[config.mk]
export PLATFORM = sky130hd
export DESIGN_NAME = updown_reload_timer
export DESIGN_NICKNAME = d
export VERILOG_FILES = /design/src/rtl/urt_pkg.sv /design/src/rtl/urt_edge_sync.sv /design/src/rtl/urt_step_gen.sv /design/src/rtl/urt_core.sv /design/src/rtl/updown_reload_timer.sv
export SDC_FILE = /design/constraint.sdc
export NUM_CORES = 1
export LEC_CHECK = 0
export BUFFER_PORTS_ARGS = -buffer_cell sky130_fd_sc_hd__buf_2
export CAP_MARGIN = 0
export CORE_ASPECT_RATIO = 1.4
export CORE_UTILIZATION = 50
export DETAILED_ROUTE_END_ITERATION = 12
export PLACE_DENSITY = 0.7
export SLEW_MARGIN = 20
export SYNTH_ARGS = -nofsm -noshare
export SYNTH_HDL_FRONTEND = slang
export SYNTH_HIERARCHICAL = 1
export SYNTH_SLANG_ARGS = --single-unit
export TNS_END_PERCENT = 20
[constraint.sdc]
create_clock -name clk -period 2 [get_ports clk]
set_input_delay 0.2 -clock clk [delete_from_list [all_inputs] [get_ports clk]]
set_output_delay 0.2 -clock clk [all_outputs]
set_load 0.005 [all_outputs]
[src/rtl/urt_pkg.sv]
package urt_pkg;

  // Register addresses of the flat access port
  typedef enum logic [1:0] {
    RA_CTRL  = 2'd0,
    RA_COUNT = 2'd1,
    RA_RCAP  = 2'd2,
    RA_NONE  = 2'd3
  } urt_addr_e;

  // Writable configuration bits, run at bit 0
  typedef struct packed {
    logic rx_baud;
    logic tx_baud;
    logic down;
    logic ext_en;
    logic cap_mode;
    logic evt_src;
    logic run;
  } urt_cfg_t;

  localparam int unsigned CFG_W = $bits(urt_cfg_t);

endpackage

[src/rtl/urt_edge_sync.sv]
module urt_edge_sync #(
  parameter int unsigned STAGES = 2
) (
  input  logic clk,
  input  logic rst_n,
  input  logic pin,
  output logic fall
);

  logic [STAGES-1:0] sh_q, sh_d;
  logic              prev_q, prev_d;

  always_comb begin
    sh_d[0] = pin;
    for (int i = 1; i < STAGES; i++) sh_d[i] = sh_q[i-1];
    prev_d = sh_q[STAGES-1];
  end

  always_ff @(posedge clk or negedge rst_n) begin
    if (!rst_n) begin
      sh_q   <= '0;
      prev_q <= 1'b0;
    end else begin
      sh_q   <= sh_d;
      prev_q <= prev_d;
    end
  end

  // one pulse per high-to-low change of the synchronized level
  assign fall = prev_q & ~sh_q[STAGES-1];

endmodule

[src/rtl/urt_step_gen.sv]
module urt_step_gen #(
  parameter int unsigned PRESCALE = 12
) (
  input  logic clk,
  input  logic rst_n,
  input  logic run,
  input  logic evt_src,
  input  logic baud_mode,
  input  logic evt_fall,
  output logic step
);

  logic half_q, half_d;
  logic pre_tick;

  // half-rate enable for baud mode
  always_comb half_d = run & baud_mode & ~half_q;

  always_ff @(posedge clk or negedge rst_n) begin
    if (!rst_n) half_q <= 1'b0;
    else        half_q <= half_d;
  end

  generate
    if (PRESCALE <= 1) begin : g_direct
      assign pre_tick = run;
    end else begin : g_div
      localparam int unsigned PW = $clog2(PRESCALE);
      localparam logic [PW-1:0] LAST = PW'(PRESCALE - 1);
      logic [PW-1:0] pre_q, pre_d;
      logic          pre_en;

      always_comb begin
        pre_en = run & ~baud_mode;
        if (!pre_en)           pre_d = '0;
        else if (pre_q == LAST) pre_d = '0;
        else                   pre_d = pre_q + PW'(1);
      end

      always_ff @(posedge clk or negedge rst_n) begin
        if (!rst_n) pre_q <= '0;
        else        pre_q <= pre_d;
      end

      assign pre_tick = pre_en & (pre_q == LAST);
    end
  endgenerate

  always_comb begin
    if (baud_mode)    step = run & half_q;
    else if (evt_src) step = run & evt_fall;
    else              step = pre_tick;
  end

endmodule

[src/rtl/urt_core.sv]
module urt_core #(
  parameter int unsigned CNT_W = 16
) (
  input  logic             clk,
  input  logic             rst_n,
  input  logic             step,
  input  logic             cap_mode,
  input  logic             down,
  input  logic             ext_en,
  input  logic             baud_mode,
  input  logic             trig_fall,
  input  logic             wr_cnt,
  input  logic             wr_rcap,
  input  logic [CNT_W-1:0] wr_data,
  output logic [CNT_W-1:0] cnt_q,
  output logic [CNT_W-1:0] rcap_q,
  output logic             ovf_set,
  output logic             baud_tick
);

  localparam logic [CNT_W-1:0] CNT_MAX = {CNT_W{1'b1}};
  localparam logic [CNT_W-1:0] ONE     = CNT_W'(1);

  logic [CNT_W-1:0] cnt_d, rcap_d;
  logic             tick_d;
  logic             at_top, at_rel, ext_hit;

  always_comb begin
    at_top  = (cnt_q == CNT_MAX);
    at_rel  = (cnt_q == rcap_q);
    ext_hit = trig_fall & ext_en & ~baud_mode;
    cnt_d   = cnt_q;
    rcap_d  = rcap_q;
    ovf_set = 1'b0;
    tick_d  = 1'b0;

    if (baud_mode) begin
      if (step) begin
        if (at_top) begin
          cnt_d  = rcap_q;
          tick_d = 1'b1;
        end else begin
          cnt_d = cnt_q + ONE;
        end
      end
    end else if (cap_mode) begin
      if (step) begin
        cnt_d   = cnt_q + ONE;
        ovf_set = at_top;
      end
      if (ext_hit) rcap_d = cnt_q;
    end else begin
      if (ext_hit) begin
        cnt_d = rcap_q;
      end else if (step) begin
        if (down) begin
          if (at_rel) begin
            cnt_d   = CNT_MAX;
            ovf_set = 1'b1;
          end else begin
            cnt_d = cnt_q - ONE;
          end
        end else if (at_top) begin
          cnt_d   = rcap_q;
          ovf_set = 1'b1;
        end else begin
          cnt_d = cnt_q + ONE;
        end
      end
    end

    if (wr_cnt)  cnt_d  = wr_data;
    if (wr_rcap) rcap_d = wr_data;
  end

  always_ff @(posedge clk or negedge rst_n) begin
    if (!rst_n) begin
      cnt_q     <= '0;
      rcap_q    <= '0;
      baud_tick <= 1'b0;
    end else begin
      cnt_q     <= cnt_d;
      rcap_q    <= rcap_d;
      baud_tick <= tick_d;
    end
  end

endmodule

[src/rtl/updown_reload_timer.sv]
module updown_reload_timer
  import urt_pkg::*;
#(
  parameter int unsigned CNT_W       = 16,
  parameter int unsigned PRESCALE    = 12,
  parameter int unsigned SYNC_STAGES = 2
) (
  input  logic             clk,
  input  logic             rst_n,
  input  logic             wr_en,
  input  logic [1:0]       wr_addr,
  input  logic [CNT_W-1:0] wr_data,
  input  logic [1:0]       rd_addr,
  output logic [CNT_W-1:0] rd_data,
  input  logic             cnt_pin,
  input  logic             trig_pin,
  output logic             baud_tick
);

  // reset: asserted asynchronously, released on the clock
  logic [1:0] rst_sh_q;
  logic       rst_int_n;

  always_ff @(posedge clk or negedge rst_n) begin
    if (!rst_n) rst_sh_q <= 2'b00;
    else        rst_sh_q <= {rst_sh_q[0], 1'b1};
  end
  assign rst_int_n = rst_sh_q[1];

  urt_cfg_t         cfg_q, cfg_d;
  logic             ovf_q, ovf_d;
  logic             wr_ctrl, wr_cnt, wr_rcap;
  logic             baud_mode;
  logic             cnt_fall, trig_fall, step_w, ovf_set;
  logic [CNT_W-1:0] cnt_w, rcap_w;

  always_comb begin
    wr_ctrl   = wr_en && (wr_addr == RA_CTRL);
    wr_cnt    = wr_en && (wr_addr == RA_COUNT);
    wr_rcap   = wr_en && (wr_addr == RA_RCAP);
    baud_mode = cfg_q.tx_baud | cfg_q.rx_baud;
    cfg_d     = wr_ctrl ? urt_cfg_t'(wr_data[CFG_W-1:0]) : cfg_q;
    // clear on write-one, a new wrap in the same cycle wins
    ovf_d     = (ovf_q & ~(wr_ctrl & wr_data[CFG_W])) | ovf_set;
  end

  always_ff @(posedge clk or negedge rst_int_n) begin
    if (!rst_int_n) begin
      cfg_q <= '0;
      ovf_q <= 1'b0;
    end else begin
      cfg_q <= cfg_d;
      ovf_q <= ovf_d;
    end
  end

  urt_edge_sync #(.STAGES(SYNC_STAGES)) u_cnt_sync (
    .clk (clk),
    .rst_n (rst_int_n),
    .pin (cnt_pin),
    .fall (cnt_fall)
  );

  urt_edge_sync #(.STAGES(SYNC_STAGES)) u_trig_sync (
    .clk (clk),
    .rst_n (rst_int_n),
    .pin (trig_pin),
    .fall (trig_fall)
  );

  urt_step_gen #(.PRESCALE(PRESCALE)) u_step (
    .clk       (clk),
    .rst_n     (rst_int_n),
    .run       (cfg_q.run),
    .evt_src   (cfg_q.evt_src),
    .baud_mode (baud_mode),
    .evt_fall  (cnt_fall),
    .step      (step_w)
  );

  urt_core #(.CNT_W(CNT_W)) u_core (
    .clk       (clk),
    .rst_n     (rst_int_n),
    .step      (step_w),
    .cap_mode  (cfg_q.cap_mode),
    .down      (cfg_q.down),
    .ext_en    (cfg_q.ext_en),
    .baud_mode (baud_mode),
    .trig_fall (trig_fall),
    .wr_cnt    (wr_cnt),
    .wr_rcap   (wr_rcap),
    .wr_data   (wr_data),
    .cnt_q     (cnt_w),
    .rcap_q    (rcap_w),
    .ovf_set   (ovf_set),
    .baud_tick (baud_tick)
  );

  always_comb begin
    case (rd_addr)
      RA_CTRL:  rd_data = CNT_W'({ovf_q, cfg_q});
      RA_COUNT: rd_data = cnt_w;
      RA_RCAP:  rd_data = rcap_w;
      default:  rd_data = '0;
    endcase
  end

endmodule

# After elaboration in Yosys (flattened, before gate mapping)
# Index checks and enable logic that the tools add are counted.
# classes
addsub	3
mul	0
n_div	0
order_cmp	0
eq_ne	10
shifts	0
muxes	29
bitwise_logic	19
n_reduce_logical	10
# ops
cell	n
16-bit two-way mux	14
16-bit one-hot mux with 3 select lines	1
16-bit by 1-bit adder with 16-bit output, second input constant	1
16-bit == test	1
16-bit == test, second input constant	1
16-bit by 1-bit subtractor with 16-bit output, second input constant	1
1-bit bitwise AND	12
1-bit two-way mux	12
4-bit two-way mux	2
3-bit AND reduction	2
1-bit NOT	5
4-bit by 1-bit adder with 4-bit output, second input constant	1
2-bit by 1-bit == test with 1-bit output, second input constant	2
2-bit == test, second input constant	2
4-bit == test, second input constant	1
2-bit zero test	2
2-bit nonzero test	2
1-bit logical AND	3
3-bit by 1-bit inequality test with 1-bit output, second input constant	1
3-bit inequality test, second input constant	1
3-bit nonzero test	1
2-bit inequality test, second input constant	1
1-bit bitwise OR	2
# totals
ff_bits	54
latch_bits	0
mem_bits_rw	0
mem_bits_ro	0
input_bits	25
output_inout_bits	17
word_cells	89
memories	0

# Depth between registers and ports, before layout
# Gate-level depths: netlist (run 1).
# depth
word_depth	11
depth_mapped	10
depth_no_buf	9

# Hierarchy
# Netlist (run 1), hierarchy kept.
# by_module_without_submodules
module	n_inst	cells_each	area_each_um2	seq_area_each_um2
urt_core	1	422	3236.9	825.8
updown_reload_timer	1	56	674.4	250.2
urt_step_gen	1	26	246.5	125.1
urt_edge_sync	2	4	88.8	75.1

# Worst setup path after synthesis (run 1)
# Ideal clock, no wire load.
# synth_timing
kind	register to register
start	register cfg_q[5] (netlist bit)
end	register u_core.cnt_q[3]
setup_time_ns	0.076
arrival_ns	2.346
required_ns	1.924
path_slack_ns	-0.422
stages_incl_launch_ff	8
n_path_buf	2
period_less_slack_ns	2.422
path_cell_list	dfrtp_1 -> or2_2 -> clkbuf_1 -> nor4bb_1 -> clkbuf_1 -> o21ai_0 -> or4_1 -> o21ai_1
# synth_via
elab_chain_len	8
word_cells_on_any_way	15
classes_between	eq/ne (2); mux (6); bitwise (5); reduce/logical (2)
# synth_rtl
item	line_no	source
start: declaration	updown_reload_timer.sv:30	urt_cfg_t cfg_q, cfg_d;
start signal: assignment	updown_reload_timer.sv:52	cfg_q <= cfg_d;
1-bit bitwise OR (*)	updown_reload_timer.sv:41	baud_mode = cfg_q.tx_baud | cfg_q.rx_baud;
named net baud_mode	updown_reload_timer.sv:33	logic baud_mode;
1-bit NOT	urt_step_gen.sv:34, urt_core.sv:31	
1-bit bitwise AND	urt_step_gen.sv:34	pre_en = run & ~baud_mode;
1-bit bitwise AND	urt_step_gen.sv:45	assign pre_tick = pre_en & (pre_q == LAST);
1-bit two-way mux	urt_step_gen.sv:51	else if (evt_src) step = run & evt_fall;
1-bit two-way mux	urt_step_gen.sv:50	if (baud_mode) step = run & half_q;
3-bit inequality test (no source line) (tied with other cells)	n/a	
3-bit AND reduction (no source line)	n/a	
end signal: assignment	urt_core.sv:82	cnt_q <= cnt_d;
end: declaration	urt_core.sv:15	output logic [CNT_W-1:0] cnt_q,
# Mark *: on every way through the listed nets, which the timed path passes. The rest lies on a longest branch.
# A chain may end at the register's enable or synchronous reset.

# Worst setup path after layout (run 1)
# layout_timing
start	register u_core.rcap_q[5]
end	register u_core.cnt_q[9]
# layout_via
elab_chain_len	8
# layout_rtl
item	line_no	source
start: declaration	urt_core.sv:16	output logic [CNT_W-1:0] rcap_q,
start signal: assignment	urt_core.sv:83	rcap_q <= rcap_d;
16-bit == test	urt_core.sv:30	at_rel = (cnt_q == rcap_q);
16-bit two-way mux	urt_core.sv:57	if (at_rel) begin
16-bit two-way mux	urt_core.sv:56	if (down) begin
16-bit two-way mux	urt_core.sv:55	end else if (step) begin
16-bit two-way mux	urt_core.sv:53	if (ext_hit) begin
16-bit two-way mux	urt_core.sv:46	end else if (cap_mode) begin
16-bit two-way mux	urt_core.sv:37	if (baud_mode) begin
16-bit two-way mux	urt_core.sv:72	if (wr_cnt) cnt_d = wr_data;
# No other way between the ends. The select of a mux whose other input is x is not followed.

==> results of run 1 <==
[metrics by stage]
stage                     power (uW)  hold WS, ns  TNS (ns)  util [%]
after detailed placement        6231     -0.01319    -3.409     68.24
after floorplan                 4208     -0.09559   -0.3237         -
after global routing            8294      0.01149    -2.778     75.52
final                           7918      0.01788    -1.717     75.52
after CTS                       7535    0.0009105    -1.862     73.17
after global placement          6142     -0.01525    -2.789     68.24
[logic make-up (layout without fill, tap and decap cells)]
group,count (synthesis),after routing
AO/OA/AOI/OAI,142,142
multiplexers,34,34
flip-flops,54,54
AND/OR/NAND/NOR,179,179
other,1,1
buffers and inverters,58,231
XOR/XNOR,41,41
adder cells (fa/ha/maj),3,3
[layout make-up]
type                    count  area [um2]  area share (%)
multi-input cells         400        3024           48.27
inverters                  14       55.05          0.8788
well taps                 102       127.6           2.037
clock buffers               6       138.9           2.217
repair buffers            209        1545           24.67
flip-flops and latches     54        1358           21.67
clock inverters             2       16.27          0.2596
[metal layers]
| layer | vias to the layer above | GRT usage, % |
|---|---|---|
| met5 | - | 0 |
| met4 | 0 | 25.95 |
| met3 | 101 | 6.016 |
| met2 | 308 | 67.85 |
| met1 | 2446 | 48.59 |
| li1 | 2252 | - |
[Yosys cell counts, drive strengths merged (14+ instances only)]
master / instances / share of area [%]
o21ai: 38 / 4.4
nand2: 44 / 4.0
xor2: 28 / 5.7
nor4: 15 / 2.3
buf: 14 / 2.0
clkbuf: 30 / 2.6
a21oi: 18 / 2.1
dfrtp: 54 / 31
mux2i: 27 / 6.2
nor2: 30 / 2.6
nand3: 23 / 2.7
nor3: 15 / 1.8
[final timing paths]
kind / from / to
min in group asynchronous: rst_n / rst_sh_q[1]$_DFF_PN0_
max in group asynchronous: rst_sh_q[1]$_DFF_PN0_ / u_core/cnt_q[9]$_DFFE_PN0P_
setup reg to reg: u_core/rcap_q[5]$_DFFE_PN0P_ / u_core/cnt_q[9]$_DFFE_PN0P_
hold reg to reg: u_trig_sync/sh_q[0]$_DFF_PN0_ / u_trig_sync/sh_q[1]$_DFF_PN0_
setup / recovery: u_core/rcap_q[5]$_DFFE_PN0P_ / u_core/cnt_q[9]$_DFFE_PN0P_
hold / removal: cnt_pin / u_cnt_sync/sh_q[0]$_DFF_PN0_
[worst max-delay path: stages, from the launching register on]
cell and delay, ns:
dfrtp_1 0.40, xor2_1 0.20, nor4_2 0.38, buf_4 0.18, nand4_1 0.10, buf_4 0.19
and2_1 0.18, a311o_1 0.28, a41oi_2 0.18
[repair_timing]
action,CTS,global route
cloned,0,0
hold endpoints to repair,2,1
hold buffers,1,1
buffers inserted,17,5
endpoints found under the setup margin,16,17
pin swaps,13,21
gates resized for setup,34,35
[power breakdown]
part	switching (uW)	internal [uW]
Sequential	302	1430
Combinational	2820	2430
Clock	431	504
[state kept, by name (all words and copies together), names as in the netlist]
| name | count |
|---|---|
| cfg_q | 7 |
| ovf_q | 1 |
| rst_sh_q | 2 |
| u_cnt_sync/prev_q | 1 |
| u_cnt_sync/sh_q | 2 |
| u_core/baud_tick | 1 |
| u_core/cnt_q | 16 |
| u_core/rcap_q | 16 |
| u_step/g_div.pre_q | 4 |
| u_step/half_q | 1 |
| u_trig_sync/prev_q | 1 |
| u_trig_sync/sh_q | 2 |
[layout by cell type, fill, tap and decap left out, drive strengths merged, types with 10 or more instances in the layout]
cell type,count
nand4,10
mux2i,27
inv,14
nand2,44
nor4,15
buf,207
dfrtp,54
a22o,10
nor2,30
o21ai,38
xnor2,13
nand3,23
nor3,15
xor2,28
a21oi,18
==> flow_summary.yaml, run 1 <==
sta:
  post-route-period-util_pct: 109.3
  finClkSkew_ns: 0.009108
  worst_slack_ns: -0.1868
  fin_crit_ns: 2.187
  slew-limit-headroom_pct: 52.58
  slew_violations: 0
  worst_pin_slew_ns: 0.7113
  setup_violations: 17
  fmax_mhz: 457.3
  rsz0062_at_grt: "true"
  hold_violations: 0
routing:
  met3RoutedLength_um: 1324
  drt_wl_total_um: 17900
  dr.pass1.iters: 5
  postRouteAntennaNets: 0
  wl_met2_um: 8609
  drt_iter0_markers: 555
  wl_met1_um: 6666
  via_count: 5107
  remaining_drc_errors: 0
  wire_per_inst_um: 22.74
  viasPerCell: 6.489
  highest_layer: "met4"
outcome:
  status: "complete, but fails checks"
  failed_checks: "negative setup slack"
cts:
  cts.sinks: 54
  cts-buffers-inserted: 5
  h-tree-depth: 2
  clk_pin_slew_ns: 0.08
  ctsLongestPathBuffers: 2
  clock_latency_ns: 0.30
  cts_tree: "yes"
  ctsRootBufferMaster: "clkbuf_16"
global_routing:
  grt_antenna_before_repair: 0
  grt_pass1_vias: 5216
  grt_max_degree: 53
  grt_usage_pct: 40.95
  grt_overflow: 0
  grt_pass1_wl_um: 27730
synthesis:
  synth_top_family_by_area: "simple AND/OR/NAND/NOR gates"
  synth-xor-area-share_pct: 8.283
  async_flop_share_pct: 100.0
  synth_fp_nets: 540
  synth_adder_area_share_pct: 0.8658
  syn_area_um2: 4335
  synth-edff-count: 0
  ys_seq_area_share_pct: 31.17
  synth_simple_gate_area_share_pct: 22.97
  synth-seq-cells: 54
  synth_cells: 512
  synthFlopType: "dfrtp_1"
  syn_avg_cell_area_um2: 8.468
  synthMuxAreaShare_pct: 8.052
  ys_warn_count: 6
  synth_cell_type_count: 76
  synth-compound-area-share_pct: 22.77
placed_design:
  gp_congestion: 1.075
  dp_slack_ns: -0.3199
  placed_area_um2: 5660
  io_buffers: 41
  dp_cells: 756
  place_hpwl_um: 13380
layout:
  layout-drive-gt1-share_pct: 42.04
  nFillCells: 615
  antenna_cells: 0
  syn2layout_area_growth_pct: 44.50
  final_cell_area_um2: 6265
  layout.nets: 712
  instances_no_fill: 787
die:
  core-area_um2: 8295
  rows: 39
  die_area_um2: 9053
  die_y_um: 112.2
  io_pins: 42
  initial_utilization_pct: 52.26
  fp.dieW_um: 80.70
pwr:
  p_leak_uw: 0.002772
  power-per-cell-area_nw_per_um2: 1264
  ir_drop_mv: 0.8727
worst_setup_path:
  crit_fanout: 5
  critPathCaptureType: "register"
  critPathLaunchType: "register"
  r2r_slack_ns: -0.19
  crit_required_ns: 2.21
  crit_arrival_ns: 2.40
  path_class: "register to register"
  rr_worst_depth: 8
min_path:
  hp-class: "input pin to register"
  holdPathStages: 1
run:
  drv_cap: 0
Note: power is estimated with default switching activity, not from simulation.
==> run 2: changes to the inputs <==
--- a/config.mk
+++ b/config.mk
@@ -6,11 +6,13 @@
 export NUM_CORES = 1
 export LEC_CHECK = 0
 export BUFFER_PORTS_ARGS = -buffer_cell sky130_fd_sc_hd__buf_2
-export CAP_MARGIN = 0
+export CAP_MARGIN = 20
+export CELL_PAD_IN_SITES_DETAIL_PLACEMENT = 1
+export CELL_PAD_IN_SITES_GLOBAL_PLACEMENT = 2
 export CORE_ASPECT_RATIO = 1.4
-export CORE_UTILIZATION = 50
+export CORE_UTILIZATION = 37
 export DETAILED_ROUTE_END_ITERATION = 12
-export PLACE_DENSITY = 0.7
+export PLACE_DENSITY = 0.82
 export SLEW_MARGIN = 20
 export SYNTH_ARGS = -nofsm -noshare
 export SYNTH_HDL_FRONTEND = slang
==> constraint.sdc (replaced) <==
create_clock -name clk -period 2.49 [get_ports clk]
set_input_delay 0.249 -clock clk [delete_from_list [all_inputs] [get_ports clk]]
set_output_delay 0.249 -clock clk [all_outputs]
set_load 0.005 [all_outputs]
==> run 2 against run 1 <==
Against the previous run: the flow now finishes without violations; critical path depth shrank 1; global-route usage shrank 8.9 points; power shrank 29%; largest power group unchanged; highest routed layer unchanged.
==> flow_summary.yaml, run 2 (synthesis gave the netlist of run 1 again) <==
pwr:
  p_int_uw: 2951
  power_frac_seq_pct: 27.6
  power-per-cell-area_nw_per_um2: 1031
  pwr-share-clk_pct: 13.0
  p_sw_uw: 2643
  p_leak_uw: 0.002322
  combinationalPowerShare_pct: 59.4
  swShare_pct: 47.25
  ir_drop_mv: 0.4567
cts:
  cts-buffers-inserted: 5
  cts.sinks: 54
  h-tree-depth: 2
  ctsRootBufferMaster: "clkbuf_16"
  cts_tree: "yes"
  ctsLongestPathBuffers: 2
  clk_pin_slew_ns: 0.07
  clock_latency_ns: 0.30
die:
  core-area_um2: 11400
  die_area_um2: 12160
  rows: 46
  die_y_um: 130.1
  io_pins: 42
  initial_utilization_pct: 38.04
  fp.dieW_um: 93.49
layout:
  final_util_pct: 47.61
  layout-drive-gt1-share_pct: 27.27
  nFillCells: 1390
  area.sequential_um2: 1353
  layout.nets: 632
  syn2layout_area_growth_pct: 25.14
  final_cell_mix: "82 x buf_4, 53 x dfrtp_1, 43 x nand2_1"
  multi_input_area_um2: 2760
  reg_top3: "u_core/cnt_q: 16 flops, u_core/rcap_q: 16 flops, cfg_q: 7 flops"
  antenna_cells: 0
  final_common_cell: "buf_4"
global_routing:
  grt_overflow: 0
  grt_antenna_before_repair: 0
  grt_usage_pct: 32.03
  grt_max_degree: 53
  grt_pass1_vias: 4758
  grt_pass1_wl_um: 28480
routing:
  postRouteAntennaNets: 0
  viasPerCell: 6.264
  remaining_drc_errors: 0
  drt_iter0_markers: 281
  via_count: 4692
  wire_per_inst_um: 25.30
  drt_wl_total_um: 18950
  dr.pass1.iters: 5
sta:
  setup_violations: 0
  slew-limit-headroom_pct: 49.46
  fmax_mhz: 409.1
  slew_violations: 0
  hold_violations: 0
  fin_crit_ns: 2.444
  post-route-period-util_pct: 98.17
  worst_slack_ns: 0.04558
  worst_pin_slew_ns: 0.7523
  finClkSkew_ns: 0.003659
  rsz0062_at_grt: "false"
outcome:
  status: "finished, final reports clean"
placed_design:
  io_buffers: 41
  place_hpwl_um: 14790
  dp_slack_ns: -0.006648
  gp_congestion: 0.9829
worst_setup_path:
  crit_fanout: 9
  critPathLaunchType: "register"
  path_class: "register to register"
  critPathCaptureType: "register"
  crit_arrival_ns: 2.64
  crit_required_ns: 2.68
min_path:
  hp-class: "input pin to register"
run:
  drv_cap: 0
-- run 2: cell count changes in the layout (fill, tap and decap cells not counted), sizes merged --
cell,change
clkinvlp,+1
dlygate4sd3,-1
buf,-79
clkbuf,-1
-- run 2: power by group through the flow --
| stage | Combinational, uW | Sequential (uW) | Clock, uW |
|---|---|---|---|
| floorplan | 1800 | 1420 | 0 |
| global placement | 3150 | 1540 | 0 |
| detailed placement | 3210 | 1560 | 0 |
| CTS | 3250 | 1540 | 749 |
| global route | 3560 | 1590 | 779 |
| finish | 3320 | 1550 | 726 |
-- run 2: timing repair --
action / 4_1_cts / 5_1_grt
endpoints found under the hold margin: 2 / 0
buffers inserted: 0 / 0
hold buffers: 1 / 0
resized for setup: 1 / 5
endpoints found under the setup margin: 5 / 5
-- run 2: final timing paths --
check,from,end,slack [ns],cells after the start
setup / recovery,u_core/cnt_q[3]$_DFFE_PN0P_,u_core/cnt_q[1]$_DFFE_PN0P_,0.05,7
min in group asynchronous,rst_n,rst_sh_q[1]$_DFF_PN0_,0.26,2
hold reg to reg,u_trig_sync/sh_q[0]$_DFF_PN0_,u_trig_sync/sh_q[1]$_DFF_PN0_,0.36,0
max in group asynchronous,rst_sh_q[1]$_DFF_PN0_,cfg_q[3]$_DFFE_PN0P_,1.62,1
hold / removal,cnt_pin,u_cnt_sync/sh_q[0]$_DFF_PN0_,0.07,1
setup reg to reg,u_core/cnt_q[3]$_DFFE_PN0P_,u_core/cnt_q[1]$_DFFE_PN0P_,0.05,7
-- run 2: metrics by stage --
step	area, um2	hold slack [ns]	setup TNS [ns]	cells	total power, uW
global route	5425	0.05729	0	749	5920
CTS	5408	0.06195	0	749	5538
detailed placement	5243	0.03628	-0.01241	740	4765
floorplan	4335	-0.04659	0	512	3218
global placement	5243	0.03312	-0.01429	740	4692
finish	5425	0.06796	0	749	5593
-- run 2: final cells by class --
cell class,count,share of cell area [%]
Multi-Input combinational cell,400,50.88
Inverter,14,0.9686
Clock inverter,3,0.4382
Timing Repair Buffer,129,17.16
Sequential cell,54,24.93
Clock buffer,5,2.306
Tap cell,144,3.321
-- run 2: worst max-delay path, stage by stage, from the launching register on --
cell and delay [ns]:
dfrtp_1 0.52, xor2_1 0.21, nor4_2 0.49, nand4_1 0.15, buf_4 0.20, and4_1 0.21
o31a_1 0.31, o21ai_0 0.24
-- run 2: layer usage --
layer	global-route usage (%)	vias to the layer above	wire length (um)
met1	39.49	2379	7570
met4	15.75	0	944
met3	2.506	50	846
met2	56.10	175	9590
met5	0	-	0
li1	-	2088	-
